$ cat src/rtl/stkseq_pkg.sv
package stkseq_pkg;

  typedef enum logic [2:0] {
    OP_PUSH = 3'd0,
    OP_POP  = 3'd1,
    OP_CALL = 3'd2,
    OP_RET  = 3'd3,
    OP_JMP  = 3'd4,
    OP_SWAP = 3'd5,
    OP_LDSP = 3'd6,
    OP_NOP  = 3'd7
  } op_e;

  typedef enum logic [1:0] {
    ST_IDLE = 2'd0,
    ST_ACC  = 2'd1,
    ST_FIN  = 2'd2
  } st_e;

  // sel[2:1] picks the flag, sel[0] says whether it must be set or clear
  function automatic logic cond_hold(input logic [2:0] sel, input logic cy,
                                     input logic z, input logic s, input logic p);
    logic f;
    case (sel[2:1])
      2'd0:    f = z;
      2'd1:    f = cy;
      2'd2:    f = p;
      default: f = s;
    endcase
    return sel[0] ? f : !f;
  endfunction

  // number of byte accesses an operation makes
  function automatic logic [2:0] beat_count(input op_e o, input logic taken);
    case (o)
      OP_PUSH, OP_POP: return 3'd2;
      OP_CALL, OP_RET: return taken ? 3'd2 : 3'd0;
      OP_SWAP:         return 3'd4;
      default:         return 3'd0;
    endcase
  endfunction

endpackage

$ cat src/rtl/stkseq_cond.sv
module stkseq_cond (
  input  logic       en,
  input  logic [2:0] sel,
  input  logic       cy,
  input  logic       z,
  input  logic       s,
  input  logic       p,
  output logic       taken
);
  import stkseq_pkg::*;

  always_comb taken = !en || cond_hold(sel, cy, z, s, p);
endmodule

$ cat src/rtl/stkseq_step.sv
module stkseq_step #(
  parameter int DATA_W = 8
) (
  input  stkseq_pkg::op_e      op,
  input  logic                 taken,
  input  logic [1:0]           idx,
  input  logic [2*DATA_W-1:0]  sp,
  input  logic [2*DATA_W-1:0]  wval,
  output logic [2*DATA_W-1:0]  addr,
  output logic                 we,
  output logic [DATA_W-1:0]    wdata,
  output logic                 final_beat
);
  import stkseq_pkg::*;
  localparam int AW = 2 * DATA_W;

  logic [DATA_W-1:0] hi_b, lo_b;
  assign hi_b = wval[AW-1:DATA_W];
  assign lo_b = wval[DATA_W-1:0];

  always_comb begin
    addr  = sp;
    we    = 1'b0;
    wdata = '0;
    case (op)
      OP_PUSH, OP_CALL: begin
        we    = 1'b1;
        addr  = idx[0] ? sp - AW'(2) : sp - AW'(1);
        wdata = idx[0] ? lo_b : hi_b;
      end
      OP_POP, OP_RET: addr = sp + AW'(idx[0]);
      OP_SWAP: begin
        addr  = sp + AW'(idx[0]);
        we    = idx[1];
        wdata = idx[0] ? hi_b : lo_b;
      end
      default: ;
    endcase
  end

  assign final_beat = ({1'b0, idx} + 3'd1) == beat_count(op, taken);
endmodule

$ cat src/rtl/stack_xfer_seq.sv
module stack_xfer_seq #(
  parameter int          DATA_W = 8,
  parameter logic [15:0] SP_RST = 16'h0000,
  parameter logic [15:0] PC_RST = 16'h0000
) (
  input  logic                clk,
  input  logic                rst_n,
  input  logic                start,
  input  logic [2:0]          op,
  input  logic                cond_en,
  input  logic [2:0]          cond_sel,
  input  logic                flag_cy,
  input  logic                flag_z,
  input  logic                flag_s,
  input  logic                flag_p,
  input  logic [2*DATA_W-1:0] target,
  input  logic [2*DATA_W-1:0] next_pc,
  input  logic [2*DATA_W-1:0] pair_in,
  output logic                mem_req,
  output logic                mem_we,
  output logic [2*DATA_W-1:0] mem_addr,
  output logic [DATA_W-1:0]   mem_wdata,
  input  logic [DATA_W-1:0]   mem_rdata,
  input  logic                mem_ready,
  output logic [2*DATA_W-1:0] pc,
  output logic [2*DATA_W-1:0] sp,
  output logic [2*DATA_W-1:0] pair_out,
  output logic                busy,
  output logic                done
);
  import stkseq_pkg::*;
  localparam int AW = 2 * DATA_W;

  st_e               st_q;
  op_e               op_q, op_in;
  logic              taken_q, taken_in;
  logic [AW-1:0]     tgt_q, npc_q, pair_q, sp_q, pc_q, pout_q;
  logic [1:0]        idx_q;
  logic [DATA_W-1:0] lo_q, hi_q;

  // named internal events for the checker
  logic ev_accept, ev_beat, ev_last, step_final;

  assign op_in = op_e'(op);

  stkseq_cond u_cond (
    .en(cond_en), .sel(cond_sel), .cy(flag_cy), .z(flag_z),
    .s(flag_s), .p(flag_p), .taken(taken_in)
  );

  stkseq_step #(.DATA_W(DATA_W)) u_step (
    .op(op_q), .taken(taken_q), .idx(idx_q), .sp(sp_q),
    .wval((op_q == OP_CALL) ? npc_q : pair_q),
    .addr(mem_addr), .we(mem_we), .wdata(mem_wdata), .final_beat(step_final)
  );

  assign mem_req   = (st_q == ST_ACC);
  assign ev_accept = (st_q == ST_IDLE) && start;
  assign ev_beat   = mem_req && mem_ready;
  assign ev_last   = ev_beat && step_final;

  always_ff @(posedge clk) begin
    if (!rst_n) begin
      st_q    <= ST_IDLE;
      op_q    <= OP_NOP;
      taken_q <= 1'b0;
      tgt_q   <= '0;
      npc_q   <= '0;
      pair_q  <= '0;
      idx_q   <= '0;
      lo_q    <= '0;
      hi_q    <= '0;
      sp_q    <= SP_RST[AW-1:0];
      pc_q    <= PC_RST[AW-1:0];
      pout_q  <= '0;
    end else begin
      case (st_q)
        ST_IDLE: if (start) begin
          op_q    <= op_in;
          taken_q <= taken_in;
          tgt_q   <= target;
          npc_q   <= next_pc;
          pair_q  <= pair_in;
          idx_q   <= '0;
          if (beat_count(op_in, taken_in) == 3'd0) begin
            st_q <= ST_FIN;
            pc_q <= (op_in == OP_JMP && taken_in) ? target : next_pc;
            if (op_in == OP_LDSP) sp_q <= pair_in;
          end else begin
            st_q <= ST_ACC;
          end
        end
        ST_ACC: if (mem_ready) begin
          if (!mem_we && !idx_q[0]) lo_q <= mem_rdata;
          if (!mem_we &&  idx_q[0]) hi_q <= mem_rdata;
          idx_q <= idx_q + 2'd1;
          if (step_final) begin
            st_q <= ST_FIN;
            pc_q <= npc_q;
            case (op_q)
              OP_PUSH: sp_q <= sp_q - AW'(2);
              OP_CALL: begin sp_q <= sp_q - AW'(2); pc_q <= tgt_q; end
              OP_POP:  begin sp_q <= sp_q + AW'(2); pout_q <= {mem_rdata, lo_q}; end
              OP_RET:  begin sp_q <= sp_q + AW'(2); pc_q <= {mem_rdata, lo_q}; end
              OP_SWAP: pout_q <= {hi_q, lo_q};
              default: ;
            endcase
          end
        end
        default: st_q <= ST_IDLE;
      endcase
    end
  end

  assign pc       = pc_q;
  assign sp       = sp_q;
  assign pair_out = pout_q;
  assign busy     = (st_q != ST_IDLE);
  assign done     = (st_q == ST_FIN);
endmodule

$ cat config.mk
export PLATFORM = sky130hd
export DESIGN_NAME = stack_xfer_seq
export DESIGN_NICKNAME = d
export VERILOG_FILES = /design/src/rtl/stkseq_pkg.sv /design/src/rtl/stkseq_cond.sv /design/src/rtl/stkseq_step.sv /design/src/rtl/stack_xfer_seq.sv
export SDC_FILE = /design/constraint.sdc
export NUM_CORES = 1
export LEC_CHECK = 0
export BUFFER_PORTS_ARGS = -buffer_cell sky130_fd_sc_hd__buf_2
export CAP_MARGIN = 20
export CORE_MARGIN = 2
export CORE_UTILIZATION = 59
export DETAILED_ROUTE_END_ITERATION = 16
export GPL_TIMING_DRIVEN = 0
export HOLD_SLACK_MARGIN = 0.05
export PLACE_DENSITY = 0.86
export REMOVE_ABC_BUFFERS = 1
export SYNTH_ARGS = -nofsm -noshare
export SYNTH_HDL_FRONTEND = slang
export SYNTH_SLANG_ARGS = --single-unit
$ cat constraint.sdc
create_clock -name clk -period 4.9 [get_ports clk]
set_input_delay 0.735 -clock clk [delete_from_list [all_inputs] [get_ports clk]]
set_output_delay 0.735 -clock clk [all_outputs]
set_load 0.05 [all_outputs]
## Word level (Yosys, flattened, before mapping)

Cells that the tools add are included.

| storage, ports and cells | value |
|---|---|
| logic and storage cells | 109 |
| output and inout bits | 76 |
| input bits | 71 |
| register bits after elaboration | 120 |

| operators by class | value |
|---|---|
| equality and inequality tests | 21 |
| add/subtract/negate cells | 6 |
| muxes and demuxes | 39 |
| reduce and logical (&&, ||, !) cells | 31 |

Operators by type and width:

| kind | count |
|---|---|
| $mux W16 | 12 |
| $pmux W16 S2 | 6 |
| $pmux W3 S3 | 2 |
| $add A16 B1 Y16 | 1 |
| $add A16 B2 Y16 const B | 1 |
| $mux W2 | 8 |
| $mux W8 | 2 |
| $pmux W8 S2 | 1 |
| $sub A16 B1 Y16 const B | 1 |
| $sub A16 B2 Y16 const B | 1 |
| $eq A3 B2 Y1 const B | 4 |
| $eq A3 B3 Y1 const B | 4 |
| $reduce_and A3 Y1 | 4 |
| $reduce_or A2 Y1 | 6 |
| $logic_not A3 Y1 | 3 |
| $mux W3 | 3 |
| $ne A2 B1 Y1 const B | 4 |
| $pmux W2 S2 | 2 |
| $reduce_and A7 Y1 | 1 |
| $eq A3 B1 Y1 const B | 2 |
| $reduce_bool A2 Y1 | 3 |
| $reduce_and A5 Y1 | 1 |
| $eq A2 B1 Y1 const B | 2 |
| $eq A2 B2 Y1 const B | 2 |
| other kinds (15) | 21 |

## Depth between registers and ports, before layout

Gate-level depths: netlist of the first run.

| logic depth | value |
|---|---|
| depth after elaboration | 14 |
| depth in mapped cells | 9 |
| mapped depth without buffers | 8 |

## Modules after synthesis

A second synthesis of the first run with hierarchy kept.

| unflattened totals | value |
|---|---|
| cell total of the unflattened synthesis | 924 |
| area total of the unflattened synthesis | 6932.9 um^2 |

Modules (own cells, without submodules):

| module | area each (um^2) | times used | seq. area each (um^2) | cells an instance |
|---|---|---|---|---|
| stack_xfer_seq | 5821.8 | 1 | 2402.3 | 750 |
| stkseq_step | 1076.0 | 1 | 0.0 | 171 |
| stkseq_cond | 35.0 | 1 | 0.0 | 3 |

## Least setup slack after synthesis of the first run

No wires, ideal clock.

| timing | value |
|---|---|
| path kind | reg2out |
| start | reg sp_q[9], in the netlist sp[9] |
| end | out mem_addr[12] |
| data arrival time | 3.120 ns |
| slack | 1.045 ns |
| data required time | 4.165 ns |
| stages on the path, launching flop included | 5 |
| buffers on the path | 1 |
| cell sequence | dfxtp_1 > clkbuf_1 > nor4_1 > nand2_1 > o311ai_0 |

| between the ends | value |
|---|---|
| word-level cells in the longest chain between the ends | 3 |
| elaborated cells between the ends (all ways) | 5 |
| classes of those cells | add/sub: 3; mux: 2 |

RTL lines:

| element | line | RTL |
|---|---|---|
| start: declaration | stack_xfer_seq.sv:37 | `logic [AW-1:0] tgt_q, npc_q, pair_q, sp_q, pc_q, pout_q;` |
| start signal: assignment | stack_xfer_seq.sv:73 | `sp_q <= SP_RST[AW-1:0];` |
| start signal: assignment | stack_xfer_seq.sv:88 | `if (op_in == OP_LDSP) sp_q <= pair_in;` |
| start signal: assignment | stack_xfer_seq.sv:101 | `OP_PUSH: sp_q <= sp_q - AW'(2);` |
| $sub A16 B1 Y16 or $sub A16 B2 Y16 (tied branches) | stkseq_step.sv:28 | `addr = idx[0] ? sp - AW'(2) : sp - AW'(1);` |
| $mux W16 | stkseq_step.sv:28 |  |
| $pmux W16 S2 * | stkseq_step.sv:25 | `case (op)` |
| end: declaration | stack_xfer_seq.sv:21 | `output logic [2*DATA_W-1:0] mem_addr,` |

Mark *: on every way between the ends. The rest lies on a longest branch, timed or not.

## Final worst setup path of the first run

| timing | value |
|---|---|
| start | reg sp_q[1], in the netlist sp[1] |
| end | out mem_addr[15] |

Same word-level chain as after synthesis.

==> run_results.csv, run 1 <==
group,metric,value,unit
critical_path,worstPathCellList,"inv_1, ha_1, or3b_2, nor3_1, nor3b_1, a21oi_1, nor3_1, xor2_1, buf_2",
yosys,synth-edff-count,0,
global_route,grt_max_degree,60,
global_route,antenna_found_initial,0,
critical_path,critPathKind,"reg2out",
cts,cts_buffers,17,
cts,cts_root_buf,"clkbuf_8",
worst_hold_path,holdPathStages,3,
yosys,syn_area,6620,um2
yosys,yosysSeqAreaShare,36.3,%
route,vias_per_cell,6.15,
route,wl_per_cell,17.5,um
yosys,synth-async-reset-ratio,0,%
timing,hold_violations,0,
critical_path,cp_slowest_cell,"or3b_2",
floorplanning,ios,147,
critical_path,crit_required,4160,ps
final_layout,fillers,849,
critical_path,critPathLaunchType,"register",
outcome,status,"finished clean",
floorplanning,die_x,110,um
placement,dp_hpwl,12.9,mm
cts,ctsHoldBuffers,0,
timing,max_freq,240,MHz
timing,maxSlewHeadroom,32.9,%
worst_hold_path,hold_end,"op_q[0]",
final_layout,num_antenna_cells,0,
cts,cts.path.max_buffers,2,
power_and_ir_drop,total_power,3070,uW
route,wirelength,19.2,mm
critical_path,end_kind,"output pin",
power_and_ir_drop,power_density,389,nW/um2
timing,finClkSkew,6.11,ps
job,drv_cap,0,
critical_path,slowest_delay,510,ps
final_layout,regArea,2400,um2
route,num_vias,6723,
critical_path,r2r-start,"op_q[0]",
yosys,synth_ff_type,"dfxtp_1",
critical_path,worstPathArrival,3430,ps
power_and_ir_drop,power_leakage,0.00359,uW
timing,finalSetupViolations,0,
route,drt.antenna.violating_nets,0,
route,drt_iter0_drc,646,
cts,cts_tree,"done",
global_route,track_usage,31.2,%
floorplanning,die_h,110,um
timing,worst_pin_slew,1010,ps
critical_path,cp_max_fo,10,
global_route,gr-total-overflow,0,
yosys,synth_seq_cells,120,
critical_path,reg2reg_depth,6,
cts,worstSkewPairLatency,510,ps
cts,ctsResizeCount,0,
yosys,synth_area_per_cell,7.88,um2
timing,finalSetupTns,0,ps
timing,min_period,4160,ps
critical_path,rr_endpoint,"pc[14]",
final_layout,drive_above_1_share,22.8,%
timing,fin_crit_sh,84.9,%
timing,slew_violations,0,
route,firstDrtPassIters,5,
critical_path,crit_top_cell,"nor3_1",
timing,grt_setup_unrepaired,"no",
yosys,ys_types,63,
cts,post_cts_buffers,0,
worst_hold_path,hp-class,"in2reg",
cts,clkSinkCount,120,
floorplanning,start_util,60.8,%
final_layout,nNetsFinal,1020,
global_route,grt_pass1_vias,5917,
placement,routabilityCongestion,0.941,
cts,clkTransAtPathRegs,60,ps
critical_path,reg2reg_slack,1700,ps
floorplanning,rows,38,
final_layout,multi_input_area,3860,um2
cts,htree_levels,4,
route,drcViolationCount,0,
worst_hold_path,worstHoldStart,"op[0]",
yosys,synthCells,840,
power_and_ir_drop,ir_drop,0.356,mV
placement,port_buffers,146,
global_route,grt_pass1_wl,29.3,mm
floorplanning,core-area,10900,um2
final_layout,syn2layout_area_growth,19.4,%
floorplanning,die_area,12100,um2
yosys,ys_warn_count,0,
==> flip-flops by register name, indices dropped and copies added, names as in the netlist, 3 cells and up <==
name	count
npc_q	16
pair_out	16
pair_q	16
pc	16
sp	16
tgt_q	16
hi_q	8
lo_q	8
op_q	3
==> how the worst max path moves through the flow <==
stage,startpoint,end,slack (ps)
after floorplan,sp[1],mem_addr[12],1050
after global placement,st_q[1],sp[14],420
after detailed placement,sp[1],mem_addr[15],1370
after CTS,sp[1],mem_addr[15],820
after global routing,sp[1],mem_addr[15],570
final,sp[1],mem_addr[15],740
==> where the power goes <==
part,switching [uW],internal [uW]
Clock,423,754
Sequential,79.4,1040
Combinational,522,254
==> cell usage after synthesis, types with 4 or more instances <==
cell type | n | area (um2)
mux2i_1 | 75 | 751
o22ai_1 | 13 | 81.3
a211oi_1 | 18 | 135
ha_1 | 7 | 87.6
nand3_1 | 7 | 35.0
xor2_1 | 7 | 61.3
a22o_2 | 16 | 160
a21oi_1 | 107 | 536
nor2b_1 | 9 | 56.3
dfxtp_1 | 120 | 2400
nand2_1 | 158 | 593
inv_1 | 9 | 33.8
and3_1 | 4 | 25.0
nand4_1 | 5 | 31.3
clkbuf_1 | 46 | 173
o32ai_1 | 10 | 87.6
o211ai_1 | 4 | 30.0
nor4_1 | 4 | 25.0
buf_2 | 13 | 65.1
o31ai_1 | 4 | 30.0
a32oi_1 | 5 | 43.8
o21ai_0 | 12 | 60.1
a311oi_1 | 8 | 70.1
xnor2_1 | 6 | 52.6
nor2_1 | 86 | 323
a22oi_1 | 5 | 37.5
nor3_1 | 19 | 95.1
and2_1 | 7 | 43.8
a31oi_1 | 5 | 31.3
buf_1 | 5 | 18.8
nand2b_1 | 5 | 31.3
==> cell families (layout without fill, tap and decap cells) <==
family                     count (synthesis)  in the layout  synth area share [%]
AOI/OAI and AO/OA                        222            222                  22.0
xor gates and xnor gates                  14             14                  1.97
adders and majority gates                  7              7                  1.32
buffers and inverters                     80            193                  5.44
DFF                                      120            120                  36.3
muxes                                     76             76                  11.7
and+or+nand+nor                          321            321                  21.3
==> stage by stage <==
step	std cells	hold WS (ps)	util (%)	cell area, um2	setup WS [ps]
final	1093	443	72.6	7910	739
after CTS	1093	441	72.6	7910	815
after detailed placement	1063	446	67.5	7340	1370
after floorplan	770	436	-	6300	1050
after global routing	1093	457	72.6	7910	566
after global placement	1056	441	66.1	7200	423
==> layout make-up <==
type                       instances  share of cell area (%)
timing repair buffer             153                    10.9
inverter                          10                   0.506
tap                              140                    2.22
sequential                       120                    30.4
multi-input combinational        640                    48.9
clock inverter                     8                    1.23
clock buffer                      22                    5.86
==> placed cells by master, fill, tap and decap left out, types with 6 or more instances in the layout <==
master	Yosys	routed
xor2_1	7	7
o32ai_1	10	10
nor2_1	86	86
and2_1	7	6
nor3_1	19	19
a22o_2	16	16
nor2b_1	9	9
inv_1	9	9
mux2i_1	75	75
a211oi_1	18	18
o21ai_0	12	12
a311oi_1	8	8
xnor2_1	6	6
nand2_1	158	157
buf_2	13	146
ha_1	7	7
dfxtp_1	120	119
a21oi_1	107	107
nand3_1	7	7
clkbuf_16	0	16
o22ai_1	13	13
==> critical path: cells and delay by family (launching register included) <==
kind            cells  cell delay (ps)
fa+ha+maj           1              260
simple gates        4             1390
compound gates      1              110
buf+inv             2              530
flops               1              410
xor+xnor            1              200
==> metal layers <==
layer / global-route usage, % / up-vias / part of all wire, %
met5: 0 / - / 0
met2: 50.3 / 348 / 47
met3: 5.81 / 31 / 9.0
met4: 9.49 / 0 / 1.6
met1: 42.3 / 3170 / 42
li1: - / 3174 / -
(Power assumes the default switching activity.)
==> run 2: changes to the inputs <==
--- a/config.mk
+++ b/config.mk
@@ -8,11 +8,11 @@
 export BUFFER_PORTS_ARGS = -buffer_cell sky130_fd_sc_hd__buf_2
 export CAP_MARGIN = 20
 export CORE_MARGIN = 2
-export CORE_UTILIZATION = 59
+export CORE_UTILIZATION = 55
 export DETAILED_ROUTE_END_ITERATION = 16
 export GPL_TIMING_DRIVEN = 0
 export HOLD_SLACK_MARGIN = 0.05
-export PLACE_DENSITY = 0.86
+export PLACE_DENSITY = 0.81
 export REMOVE_ABC_BUFFERS = 1
 export SYNTH_ARGS = -nofsm -noshare
 export SYNTH_HDL_FRONTEND = slang
==> constraint.sdc (replaced) <==
create_clock -name clk -period 4.2 [get_ports clk]
set_input_delay 0.63 -clock clk [delete_from_list [all_inputs] [get_ports clk]]
set_output_delay 0.63 -clock clk [all_outputs]
set_load 0.05 [all_outputs]
==> run 2 against run 1 <==
  * Sequential share of layout area down 0.30 points
  * Via count down 2.0%
  * Hold slack better by 9.3 ps
  * Die area up 7.0%
  * Highest routed layer unchanged
==> run_results.csv, run 2 (synthesis results as in run 1) <==
group,metric,value,unit
outcome,status,"finished clean",
cts,clkSinkCount,120,
cts,ctsHoldBuffers,0,
final_layout,drive_above_1_share,22.9,%
floorplanning,die_area,12900,um2
global_route,gr-total-overflow,0,
floorplanning,ios,147,
route,drt.antenna.violating_nets,0,
critical_path,reg2reg_depth,6,
cts,post_cts_buffers,0,
cts,ctsResizeCount,0,
critical_path,end_kind,"output pin",
critical_path,rr_endpoint,"pc[14]",
floorplanning,rows,40,
timing,finClkSkew,10.2,ps
route,firstDrtPassIters,8,
final_layout,final_cell_mix,"157 x nand2_1, 146 x buf_2, 119 x dfxtp_1",
worst_hold_path,holdPathStages,2,
route,wl_per_cell,17.1,um
cts,cts_buffers,17,
cts,clkTransAtPathRegs,50,ps
placement,dp_hpwl,12.8,mm
power_and_ir_drop,ir_drop,0.316,mV
timing,maxSlewHeadroom,36.8,%
timing,holdWs,453,ps
floorplanning,start_util,55.8,%
worst_hold_path,hold_end,"pair_q[4]",
critical_path,r2r-start,"op_q[0]",
placement,port_buffers,146,
route,drt_iter0_drc,539,
timing,min_period,3890,ps
timing,max_freq,257,MHz
job,drv_cap,0,
cts,worstSkewPairLatency,410,ps
placement,dp_slack,777,ps
worst_hold_path,worstHoldStart,"pair_q[4]",
worst_hold_path,hp-class,"reg2reg",
critical_path,critPathLaunchType,"register",
global_route,grt_pass1_wl,29.6,mm
power_and_ir_drop,power_leakage,0.00363,uW
power_and_ir_drop,power_density,469,nW/um2
route,vias_per_cell,5.99,
timing,finalSetupTns,0,ps
final_layout,nNetsFinal,1020,
route,wirelength,18.8,mm
route,drcViolationCount,0,
timing,slew_violations,0,
global_route,grt_max_degree,72,
global_route,antenna_found_initial,0,
critical_path,crit_required,3570,ps
global_route,grt_pass1_vias,5826,
final_layout,syn2layout_area_growth,20.6,%
timing,finalSetupViolations,0,
final_layout,num_antenna_cells,0,
global_route,track_usage,28.6,%
timing,fin_crit_sh,92.6,%
floorplanning,die_x,114,um
final_layout,final_common_cell,"nand2_1",
critical_path,cp_max_fo,10,
floorplanning,die_h,114,um
critical_path,worstPathArrival,3260,ps
floorplanning,core-area,11900,um2
timing,hold_violations,0,
cts,htree_levels,4,
final_layout,postLayoutCoreUtil,67.3,%
cts,cts.path.max_buffers,2,
cts,cts_tree,"done",
timing,grt_setup_unrepaired,"no",
power_and_ir_drop,total_power,3740,uW
critical_path,reg2reg_slack,1060,ps
timing,worst_pin_slew,948,ps
cts,cts_root_buf,"clkbuf_16",
timing,fin_ws,312,ps
route,num_vias,6590,
critical_path,critPathKind,"reg2out",
final_layout,fillers,1021,
placement,routabilityCongestion,0.909,
-- run 2: metrics by stage --
step / instance area [um2] / std cells
after floorplan: 6300 / 770
after global placement: 7210 / 1063
after detailed placement: 7340 / 1069
after CTS: 7960 / 1099
after global routing: 7980 / 1100
final: 7980 / 1100
-- run 2: worst max-delay path, cell delays in order (launching register included) --
cell	delay [ps]
dfxtp_1	410
inv_1	240
ha_1	250
or3b_2	500
nor3_1	210
nor3b_1	390
a21oi_1	120
nor3_1	270
xor2_1	180
buf_2	280
-- run 2: how the worst max path moves through the flow --
stage                 start            to
global placement    st_q[1]        sp[14]
detailed placement    sp[1]  mem_addr[15]
finish                sp[1]  mem_addr[15]
CTS                   sp[1]  mem_addr[15]
floorplan             sp[1]  mem_addr[12]
global route          sp[1]  mem_addr[13]
-- run 2: final cells by class --
type | count | area [um2] | area share, %
Tap cell | 147 | 184 | 2.30
Inverter | 10 | 40.0 | 0.501
Clock inverter | 9 | 148 | 1.85
Multi-Input combinational cell | 640 | 3860 | 48.4
Sequential cell | 120 | 2400 | 30.1
Timing Repair Buffer | 153 | 876 | 11.0
Clock buffer | 21 | 470 | 5.89
-- run 2: routing by layer --
metal	global-route usage (%)	part of all wire, %	vias up
met3	6.59	6.9	19
met1	38.9	45	3122
met4	7.32	0.93	0
met5	0	0	-
li1	-	-	3180
met2	46.1	47	269
-- run 2: report_power, final --
group          total, uW  internal (uW)  leakage [uW]  switching, uW
registers           1300           1210      0.000978           91.5
clock network       1540           1030      0.000305            511
logic                902            299       0.00235            603
